[src/rtl/cs_cache_pkg.sv]
package cs_cache_pkg;

  typedef enum logic [2:0] {
    ST_IDLE,
    ST_EVICT,
    ST_FILL,
    ST_RESP,
    ST_SCAN,
    ST_FLWB,
    ST_DONE
  } cc_state_e;

  typedef struct packed {
    logic valid;
    logic dirty;
    logic touched;
  } line_flags_t;

endpackage

[src/rtl/cs_rst_sync.sv]
module cs_rst_sync (
  input  logic clk,
  input  logic rst_n_in,
  output logic rst_n_out
);

  logic [1:0] sync_q;

  always_ff @(posedge clk or negedge rst_n_in) begin
    if (!rst_n_in) sync_q <= 2'b00;
    else           sync_q <= {sync_q[0], 1'b1};
  end

  assign rst_n_out = sync_q[1];

endmodule

[src/rtl/cs_tag_store.sv]
module cs_tag_store
  import cs_cache_pkg::*;
#(
  parameter int LINES = 16,
  parameter int TAG_W = 10,
  localparam int IDX_W = $clog2(LINES)
) (
  input  logic             clk,
  input  logic             rst_n,
  input  logic [IDX_W-1:0] rd_idx,
  output line_flags_t      rd_flags,
  output logic [TAG_W-1:0] rd_tag,
  input  logic [IDX_W-1:0] upd_idx,
  input  logic             fill_en,
  input  logic [TAG_W-1:0] fill_tag,
  input  logic             acc_en,
  input  logic             acc_wr,
  input  logic             inv_en,
  input  logic             shared
);

  line_flags_t      flg_q [LINES];
  logic [TAG_W-1:0] tag_q [LINES];

  for (genvar g = 0; g < LINES; g++) begin : g_line
    logic        sel;
    logic        upd;
    line_flags_t nxt;

    assign sel = (upd_idx == IDX_W'(g));
    assign upd = sel && (inv_en || fill_en || acc_en);

    always_comb begin
      nxt = flg_q[g];
      if (inv_en) begin
        nxt = '0;
      end else if (fill_en) begin
        nxt.valid   = 1'b1;
        nxt.dirty   = 1'b0;
        nxt.touched = shared;
      end else if (acc_en) begin
        nxt.dirty   = flg_q[g].dirty | acc_wr;
        nxt.touched = flg_q[g].touched | shared;
      end
    end

    always_ff @(posedge clk or negedge rst_n) begin
      if (!rst_n)   flg_q[g] <= '0;
      else if (upd) flg_q[g] <= nxt;
    end

    always_ff @(posedge clk) begin
      if (sel && fill_en) tag_q[g] <= fill_tag;
    end
  end

  assign rd_flags = flg_q[rd_idx];
  assign rd_tag   = tag_q[rd_idx];

endmodule

[src/rtl/cs_data_store.sv]
module cs_data_store #(
  parameter int SLOTS  = 64,
  parameter int DATA_W = 32,
  localparam int SA_W  = $clog2(SLOTS)
) (
  input  logic              clk,
  input  logic [SA_W-1:0]   raddr,
  output logic [DATA_W-1:0] rdata,
  input  logic              we,
  input  logic [SA_W-1:0]   waddr,
  input  logic [DATA_W-1:0] wdata
);

  logic [DATA_W-1:0] mem_q [SLOTS];

  always_ff @(posedge clk) begin
    if (we) mem_q[waddr] <= wdata;
  end

  assign rdata = mem_q[raddr];

endmodule

[src/rtl/cs_cache.sv]
module cs_cache
  import cs_cache_pkg::*;
#(
  parameter int ADDR_W = 16,
  parameter int DATA_W = 32,
  parameter int LINES  = 16,
  parameter int WORDS  = 4
) (
  input  logic              clk,
  input  logic              rst_n,
  input  logic              core_req,
  input  logic              core_we,
  input  logic [ADDR_W-1:0] core_addr,
  input  logic [DATA_W-1:0] core_wdata,
  output logic              core_rdy,
  output logic              core_rvalid,
  output logic [DATA_W-1:0] core_rdata,
  input  logic              cs_enter,
  input  logic              cs_exit,
  output logic              mode_shared,
  output logic              cs_done,
  output logic              mem_req,
  output logic              mem_we,
  output logic [ADDR_W-1:0] mem_addr,
  output logic [DATA_W-1:0] mem_wdata,
  input  logic              mem_ack,
  input  logic [DATA_W-1:0] mem_rdata
);

  localparam int IDX_W  = $clog2(LINES);
  localparam int OFF_W  = $clog2(WORDS);
  localparam int TAG_W  = ADDR_W - IDX_W - OFF_W;
  localparam int SLOT_W = IDX_W + OFF_W;
  localparam logic [IDX_W-1:0] LAST_IDX = IDX_W'(LINES - 1);
  localparam logic [OFF_W-1:0] LAST_OFF = OFF_W'(WORDS - 1);

  // reset release synchroniser
  logic rst_n_s;
  cs_rst_sync u_rst (.clk(clk), .rst_n_in(rst_n), .rst_n_out(rst_n_s));

  // state and datapath registers
  cc_state_e         state_q, state_d;
  logic              exit_pend_q, exit_pend_d;
  logic              shared_q, shared_d;
  logic              rvalid_q, rvalid_d;
  logic [DATA_W-1:0] rdata_q, rdata_d;
  logic              req_we_q;
  logic [ADDR_W-1:0] req_addr_q;
  logic [DATA_W-1:0] req_wdata_q;
  logic [OFF_W-1:0]  cnt_q, cnt_d;
  logic [IDX_W-1:0]  fidx_q, fidx_d;

  // address fields
  logic [TAG_W-1:0] c_tag, r_tag;
  logic [IDX_W-1:0] c_idx, r_idx;
  logic [OFF_W-1:0] c_off, r_off;

  assign c_tag = core_addr[ADDR_W-1 -: TAG_W];
  assign c_idx = core_addr[OFF_W +: IDX_W];
  assign c_off = core_addr[OFF_W-1:0];
  assign r_tag = req_addr_q[ADDR_W-1 -: TAG_W];
  assign r_idx = req_addr_q[OFF_W +: IDX_W];
  assign r_off = req_addr_q[OFF_W-1:0];

  // lookup and store ports
  logic [IDX_W-1:0]  lk_idx;
  logic [TAG_W-1:0]  lk_tag;
  line_flags_t       t_flags;
  logic [TAG_W-1:0]  t_tag;
  logic              hit;
  logic              fill_en, acc_en, acc_wr, inv_en;
  logic [SLOT_W-1:0] d_raddr, d_waddr;
  logic [DATA_W-1:0] d_rdata, d_wdata;
  logic              d_we;
  logic              accept;

  always_comb begin
    unique case (state_q)
      ST_IDLE:         lk_idx = c_idx;
      ST_SCAN, ST_FLWB: lk_idx = fidx_q;
      default:         lk_idx = r_idx;
    endcase
    lk_tag = (state_q == ST_IDLE) ? c_tag : r_tag;
  end

  always_comb begin
    unique case (state_q)
      ST_IDLE: d_raddr = {c_idx, c_off};
      ST_RESP: d_raddr = {r_idx, r_off};
      ST_FLWB: d_raddr = {fidx_q, cnt_q};
      default: d_raddr = {r_idx, cnt_q};
    endcase
  end

  assign hit = t_flags.valid && (t_tag == lk_tag);

  cs_tag_store #(.LINES(LINES), .TAG_W(TAG_W)) u_tags (
    .clk      (clk),
    .rst_n    (rst_n_s),
    .rd_idx   (lk_idx),
    .rd_flags (t_flags),
    .rd_tag   (t_tag),
    .upd_idx  (lk_idx),
    .fill_en  (fill_en),
    .fill_tag (r_tag),
    .acc_en   (acc_en),
    .acc_wr   (acc_wr),
    .inv_en   (inv_en),
    .shared   (shared_q)
  );

  cs_data_store #(.SLOTS(LINES * WORDS), .DATA_W(DATA_W)) u_data (
    .clk   (clk),
    .raddr (d_raddr),
    .rdata (d_rdata),
    .we    (d_we),
    .waddr (d_waddr),
    .wdata (d_wdata)
  );

  assign core_rdy    = (state_q == ST_IDLE) && !exit_pend_q;
  assign accept      = core_req && core_rdy;
  assign cs_done     = (state_q == ST_DONE);
  assign mode_shared = shared_q;
  assign core_rvalid = rvalid_q;
  assign core_rdata  = rdata_q;
  assign mem_wdata   = d_rdata;

  // next-state logic
  always_comb begin
    state_d     = state_q;
    exit_pend_d = exit_pend_q;
    shared_d    = shared_q;
    rvalid_d    = 1'b0;
    rdata_d     = rdata_q;
    cnt_d       = cnt_q;
    fidx_d      = fidx_q;
    fill_en     = 1'b0;
    acc_en      = 1'b0;
    acc_wr      = 1'b0;
    inv_en      = 1'b0;
    d_we        = 1'b0;
    d_waddr     = {r_idx, r_off};
    d_wdata     = req_wdata_q;
    mem_req     = 1'b0;
    mem_we      = 1'b0;
    mem_addr    = '0;

    unique case (state_q)
      ST_IDLE: begin
        if (exit_pend_q) begin
          state_d = ST_SCAN;
          fidx_d  = '0;
        end else if (core_req) begin
          if (hit) begin
            acc_en   = 1'b1;
            acc_wr   = core_we;
            d_we     = core_we;
            d_waddr  = {c_idx, c_off};
            d_wdata  = core_wdata;
            rvalid_d = 1'b1;
            rdata_d  = core_we ? core_wdata : d_rdata;
          end else begin
            cnt_d   = '0;
            state_d = (t_flags.valid && t_flags.dirty) ? ST_EVICT : ST_FILL;
          end
        end
      end

      ST_EVICT: begin
        mem_req  = 1'b1;
        mem_we   = 1'b1;
        mem_addr = {t_tag, r_idx, cnt_q};
        if (mem_ack) begin
          cnt_d = cnt_q + OFF_W'(1);
          if (cnt_q == LAST_OFF) begin
            cnt_d   = '0;
            state_d = ST_FILL;
          end
        end
      end

      ST_FILL: begin
        mem_req  = 1'b1;
        mem_addr = {r_tag, r_idx, cnt_q};
        if (mem_ack) begin
          d_we    = 1'b1;
          d_waddr = {r_idx, cnt_q};
          d_wdata = mem_rdata;
          cnt_d   = cnt_q + OFF_W'(1);
          if (cnt_q == LAST_OFF) begin
            fill_en = 1'b1;
            state_d = ST_RESP;
          end
        end
      end

      ST_RESP: begin
        acc_en   = 1'b1;
        acc_wr   = req_we_q;
        d_we     = req_we_q;
        d_waddr  = {r_idx, r_off};
        d_wdata  = req_wdata_q;
        rvalid_d = 1'b1;
        rdata_d  = req_we_q ? req_wdata_q : d_rdata;
        state_d  = ST_IDLE;
      end

      ST_SCAN: begin
        if (t_flags.touched && t_flags.valid && t_flags.dirty) begin
          cnt_d   = '0;
          state_d = ST_FLWB;
        end else begin
          inv_en = t_flags.touched;
          if (fidx_q == LAST_IDX) state_d = ST_DONE;
          else                    fidx_d  = fidx_q + IDX_W'(1);
        end
      end

      ST_FLWB: begin
        mem_req  = 1'b1;
        mem_we   = 1'b1;
        mem_addr = {t_tag, fidx_q, cnt_q};
        if (mem_ack) begin
          cnt_d = cnt_q + OFF_W'(1);
          if (cnt_q == LAST_OFF) begin
            inv_en = 1'b1;
            if (fidx_q == LAST_IDX) begin
              state_d = ST_DONE;
            end else begin
              fidx_d  = fidx_q + IDX_W'(1);
              state_d = ST_SCAN;
            end
          end
        end
      end

      ST_DONE: begin
        shared_d    = 1'b0;
        exit_pend_d = 1'b0;
        state_d     = ST_IDLE;
      end

      default: state_d = ST_IDLE;
    endcase

    if (cs_exit && state_q != ST_DONE) exit_pend_d = 1'b1;
    if (cs_enter && !exit_pend_q &&
        state_q != ST_SCAN && state_q != ST_FLWB && state_q != ST_DONE)
      shared_d = 1'b1;
  end

  // control registers
  always_ff @(posedge clk or negedge rst_n_s) begin
    if (!rst_n_s) begin
      state_q     <= ST_IDLE;
      exit_pend_q <= 1'b0;
      shared_q    <= 1'b0;
      rvalid_q    <= 1'b0;
    end else begin
      state_q     <= state_d;
      exit_pend_q <= exit_pend_d;
      shared_q    <= shared_d;
      rvalid_q    <= rvalid_d;
    end
  end

  // datapath registers, enables written out
  always_ff @(posedge clk) begin
    if (accept) begin
      req_we_q    <= core_we;
      req_addr_q  <= core_addr;
      req_wdata_q <= core_wdata;
    end
    if (rvalid_d) rdata_q <= rdata_d;
    cnt_q  <= cnt_d;
    fidx_q <= fidx_d;
  end

endmodule

[config.mk]
export PLATFORM = sky130hd
export DESIGN_NAME = cs_cache
export DESIGN_NICKNAME = d
export VERILOG_FILES = /design/src/rtl/cs_cache_pkg.sv /design/src/rtl/cs_rst_sync.sv /design/src/rtl/cs_tag_store.sv /design/src/rtl/cs_data_store.sv /design/src/rtl/cs_cache.sv
export SDC_FILE = /design/constraint.sdc
export NUM_CORES = 2
export LEC_CHECK = 0
export BUFFER_PORTS_ARGS = -buffer_cell sky130_fd_sc_hd__buf_2
export CORE_MARGIN = 5
export CORE_UTILIZATION = 58
export DETAILED_ROUTE_END_ITERATION = 12
export PLACE_DENSITY = 0.74
export SYNTH_ARGS = -nofsm -noshare
export SYNTH_HDL_FRONTEND = slang
export SYNTH_SLANG_ARGS = --single-unit
[constraint.sdc]
create_clock -name clk -period 4.3 [get_ports clk]
set_input_delay 0.215 -clock clk [delete_from_list [all_inputs] [get_ports clk]]
set_output_delay 0.215 -clock clk [all_outputs]
set_load 0.005 [all_outputs]
==> reports/qor.yml <==
logic_synthesis:
  synth_xor_area_frac: 0.000848
  synth_compound_area_frac: 0.0526
  yosysTopAreaCell: "edfxtp_1"
  yosys.area_share.adder: 0.000269
  postSynthCellCount: 4601
  synthMuxAreaShare: 0.150
  ys_ff_latch: 2351
  synth_top_family_by_area: "multiplexers"
  syn_area_um2: 92900
  synthArstFlopShare: 0.0238
  synth-edff-count: 2295
  synth.area.top_cells: "edfxtp_1 (74%), mux4_2 (12%), mux2i_1 (2.5%)"
  synth_ff_type: "edfxtp_1"
  syn_area_per_cell_um2: 20.2
  synth_nets: 4690
  seq_area_frac_synth: 0.757
  synth_top_area_share: 0.742
  synthSimpleGateAreaFrac: 0.0260
  synth_cell_type_count: 66
  yosysWarnings: 0
critical_path:
  cpMostUsedCell: "buf_4"
  r2r.worst_path.cells: 18
  critPathTopFamily: "buffers and inverters"
  path_max_fanout: 7
  crit_slowest_cell: "mux4_2"
  path_buf_inv: 10
  slowest_delay_ns: 0.51
  crit_required_ns: 4.09
  timing.rr.end: "u_data.mem_q[26][5]$_DFFE_PP_"
  criticalPathCategory: "register to output port"
  crit_chain: "buf_6, or2_4, o22a_1, o22ai_4, buf_6, buf_12, buf_12, clkbuf_16, buf_4, mux4_2, a211oi_2, buf_4, a21oi_1, a211oi_1, buf_4, a21oi_1, buf_4, buf_2"
  r2r_slack_ns: -0.54
  endpoint_kind: "output port"
  cp.arrival_ns: 4.72
  r2r-start: "state_q[0]$_DFFE_PN0P_"
  cp-start-kind: "register"
route:
  drt_iter0_drc: 8564
  viasPerCell: 6.80
  dr.pass1.iters: 6
  wire_per_inst_um: 34.0
  final_antenna_net_count: 0
  drc_errors: 0
  vias: 53700
  wl_mm: 269
die:
  rows: 146
  start_util: 0.585
  die_y_um: 410
  coreArea_um2: 159000
  ioPinCount: 173
  die_area_um2: 168000
  dieWidth_um: 410
final_layout:
  num-nets-final: 5722
  postLayoutCoreUtil: 0.727
  drive_gt1_frac: 0.388
  layout-area-overhead-vs-synth_pct: 24.1
  final_cell_mix: "edfxtp_1 (2295), buf_4 (568), mux4_2 (512), clkbuf_16 (236), mux2i_1 (213)"
  fin_cells: 7899
  final_common_cell: "edfxtp_1"
  nFillCells: 8700
worst_hold_path:
  hold_start: "mem_rdata[27]"
  hold_class: "primary input to register"
  min_to: "u_data.mem_q[5][27]$_DFFE_PP_"
  min_path_cells: 4
timing:
  worst_pin_slew_ns: 1.04
  relSlewSlack: 0.307
  slew_viol_final: 0
  timing.setup.tns_ns: -1278.35
  setup_violations: 4112
  holdWs_ns: 0.0719
  rsz0062_at_grt: "true"
  min_period_ns: 4.93
  finalCritPeriodShare: 1.15
  skew_ns: 0.0403
  hold_viol: 0
  setup_ws_ns: -0.633
  timing.fmax_mhz: 203
clock_network:
  clock-sinks: 2351
  cts-root-buf: "clkbuf_16"
  clock_latency_ns: 0.88
  clk_pin_slew_ns: 0.06
  clock_path_buffers: 3
  cts_tree: "built"
  cts-buffers-inserted: 223
  htreeDepth: 4
global_routing:
  top_usage_layer: "met2"
  globalRouteMet2Util: 0.471
  grt_pass1_wl_mm: 373
  track_usage: 0.309
  use_met3: 0.0786
  grt_max_degree: 57
  use_met1: 0.439
  antenna_found_initial: 17
  grt-ovfl-total: 0
  grt_pass1_vias: 52300
power:
  leakage_nw: 38.4
  fin_total_pwr_mw: 94.4
  p_per_area_nw_per_um2: 819
  peakVddDrop_v: 0.000536
flow_run:
  maxCapViolations: 0
place:
  dpl.cell_count: 7296
  portBuffers: 172
  hpwl_mm: 165
  gp_congestion: 0.937
status:
  violations: "setup timing"
  status: "finished with violations"
## final cells by class
type / count / area [um^2] / share of cell area
flip-flops and latches: 2351 / 70300 / 0.610
multi-input cells: 1950 / 23900 / 0.207
repair buffers: 1079 / 11100 / 0.0960
clock buffers: 260 / 5730 / 0.0497
well taps: 2072 / 2590 / 0.0225
clock inverters: 156 / 1620 / 0.0140
inverters: 28 / 105 / 0.000911
diodes: 3 / 7.51 / 0.0000651
## where the power goes
part | internal (mW) | total (mW) | switching, mW | leakage (nW)
logic | 21.6 | 47.4 | 25.7 | 13.4
registers | 27.0 | 27.2 | 0.202 | 21.4
clock network | 11.2 | 19.8 | 8.65 | 3.59
total | 59.8 | 94.4 | 34.6 | 38.4
## per-stage QoR
step                      instance area, um^2  setup slack, ns
after floorplan                         93800           -0.922
after global placement                 104000           -0.771
after detailed placement               104000           -0.825
after CTS                              114000           -0.694
after global routing                   115000           -0.757
final                                  115000           -0.633
## flip-flops by register name (all words and copies together) (netlist names)
name and count:
cnt_q 2, fidx_q 4, exit_pend_q 1, u_data.mem_q 2048, state_q 3, core_rdata 32, req_addr_q 16, req_we_q 1
core_rvalid 1, u_tags.flg_q 48, u_rst.sync_q 2, req_wdata_q 32, u_tags.tag_q 160, mode_shared 1
## per-layer routing
| metal | vias to the layer above | part of all wire |
|---|---|---|
| met2 | 4198 | 0.47 |
| met5 | - | 0.00017 |
| met4 | 6 | 0.046 |
| li1 | 21300 | - |
| met3 | 618 | 0.13 |
| met1 | 27600 | 0.36 |
## cells in the mapped netlist, drive strengths merged, types with 6 or more instances
library cell,n
a2111oi,7
a211oi,285
a21o,33
a21oi,167
a22o,43
a22oi,15
a31oi,6
a32o,10
a32oi,8
and2,12
buf,123
clkbuf,153
dfrtp,56
edfxtp,2295
inv,26
mux2,12
mux2i,231
mux4,512
nand2,101
nand2b,6
nand3,19
nor2,134
nor2b,140
nor3,13
nor4,12
o211ai,8
o21ai,46
o22a,18
o22ai,42
xor2,8
## worst max-delay path by stage
stage | cells past startpoint | startpoint | end
2_1_floorplan | 16 | state_q[2]$_DFFE_PN0P_ | u_data.mem_q[20][0]$_DFFE_PP_
3_3_place_gp | 16 | state_q[2]$_DFFE_PN0P_ | u_data.mem_q[33][16]$_DFFE_PP_
3_5_place_dp | 16 | state_q[2]$_DFFE_PN0P_ | u_data.mem_q[34][7]$_DFFE_PP_
4_1_cts | 18 | state_q[0]$_DFFE_PN0P_ | mem_wdata[7]
5_1_grt | 18 | state_q[1]$_DFFE_PN0P_ | mem_wdata[15]
6_report | 18 | state_q[1]$_DFFE_PN0P_ | mem_wdata[15]
## cells by family after synthesis
group           count (synthesis)
flops                        2351
mux                           755
buf+inv                       304
other cells                     1
fa+ha+maj                       2
xor+xnor                        9
simple gates                  470
compound gates                709
## worst register-to-register path, cell delays in order, from the launching register on
cell and delay, ns:
dfrtp_2 0.42, buf_4 0.17, nor3b_1 0.15, buf_4 0.15
nor4_4 0.34, buf_12 0.22, mux2_4 0.18, nor3_1 0.04
nor4_2 0.39, and3_1 0.30, xor2_1 0.19, nand4_2 0.17
buf_6 0.18, nor4_4 0.33, buf_12 0.18, mux2i_4 0.51
buf_12 0.30, a211oi_4 0.11, buf_12 0.22
## what timing repair did
action | 4_1_cts | 5_1_grt
hold buffers | 58 | 0
gates cloned | 11 | 14
gates resized for setup | 244 | 183
endpoints found under the setup margin | 4202 | 4187
hold endpoints to repair | 142 | 0
buffers inserted | 43 | 71
pin swaps | 58 | 95
(Power assumes the default switching activity.)
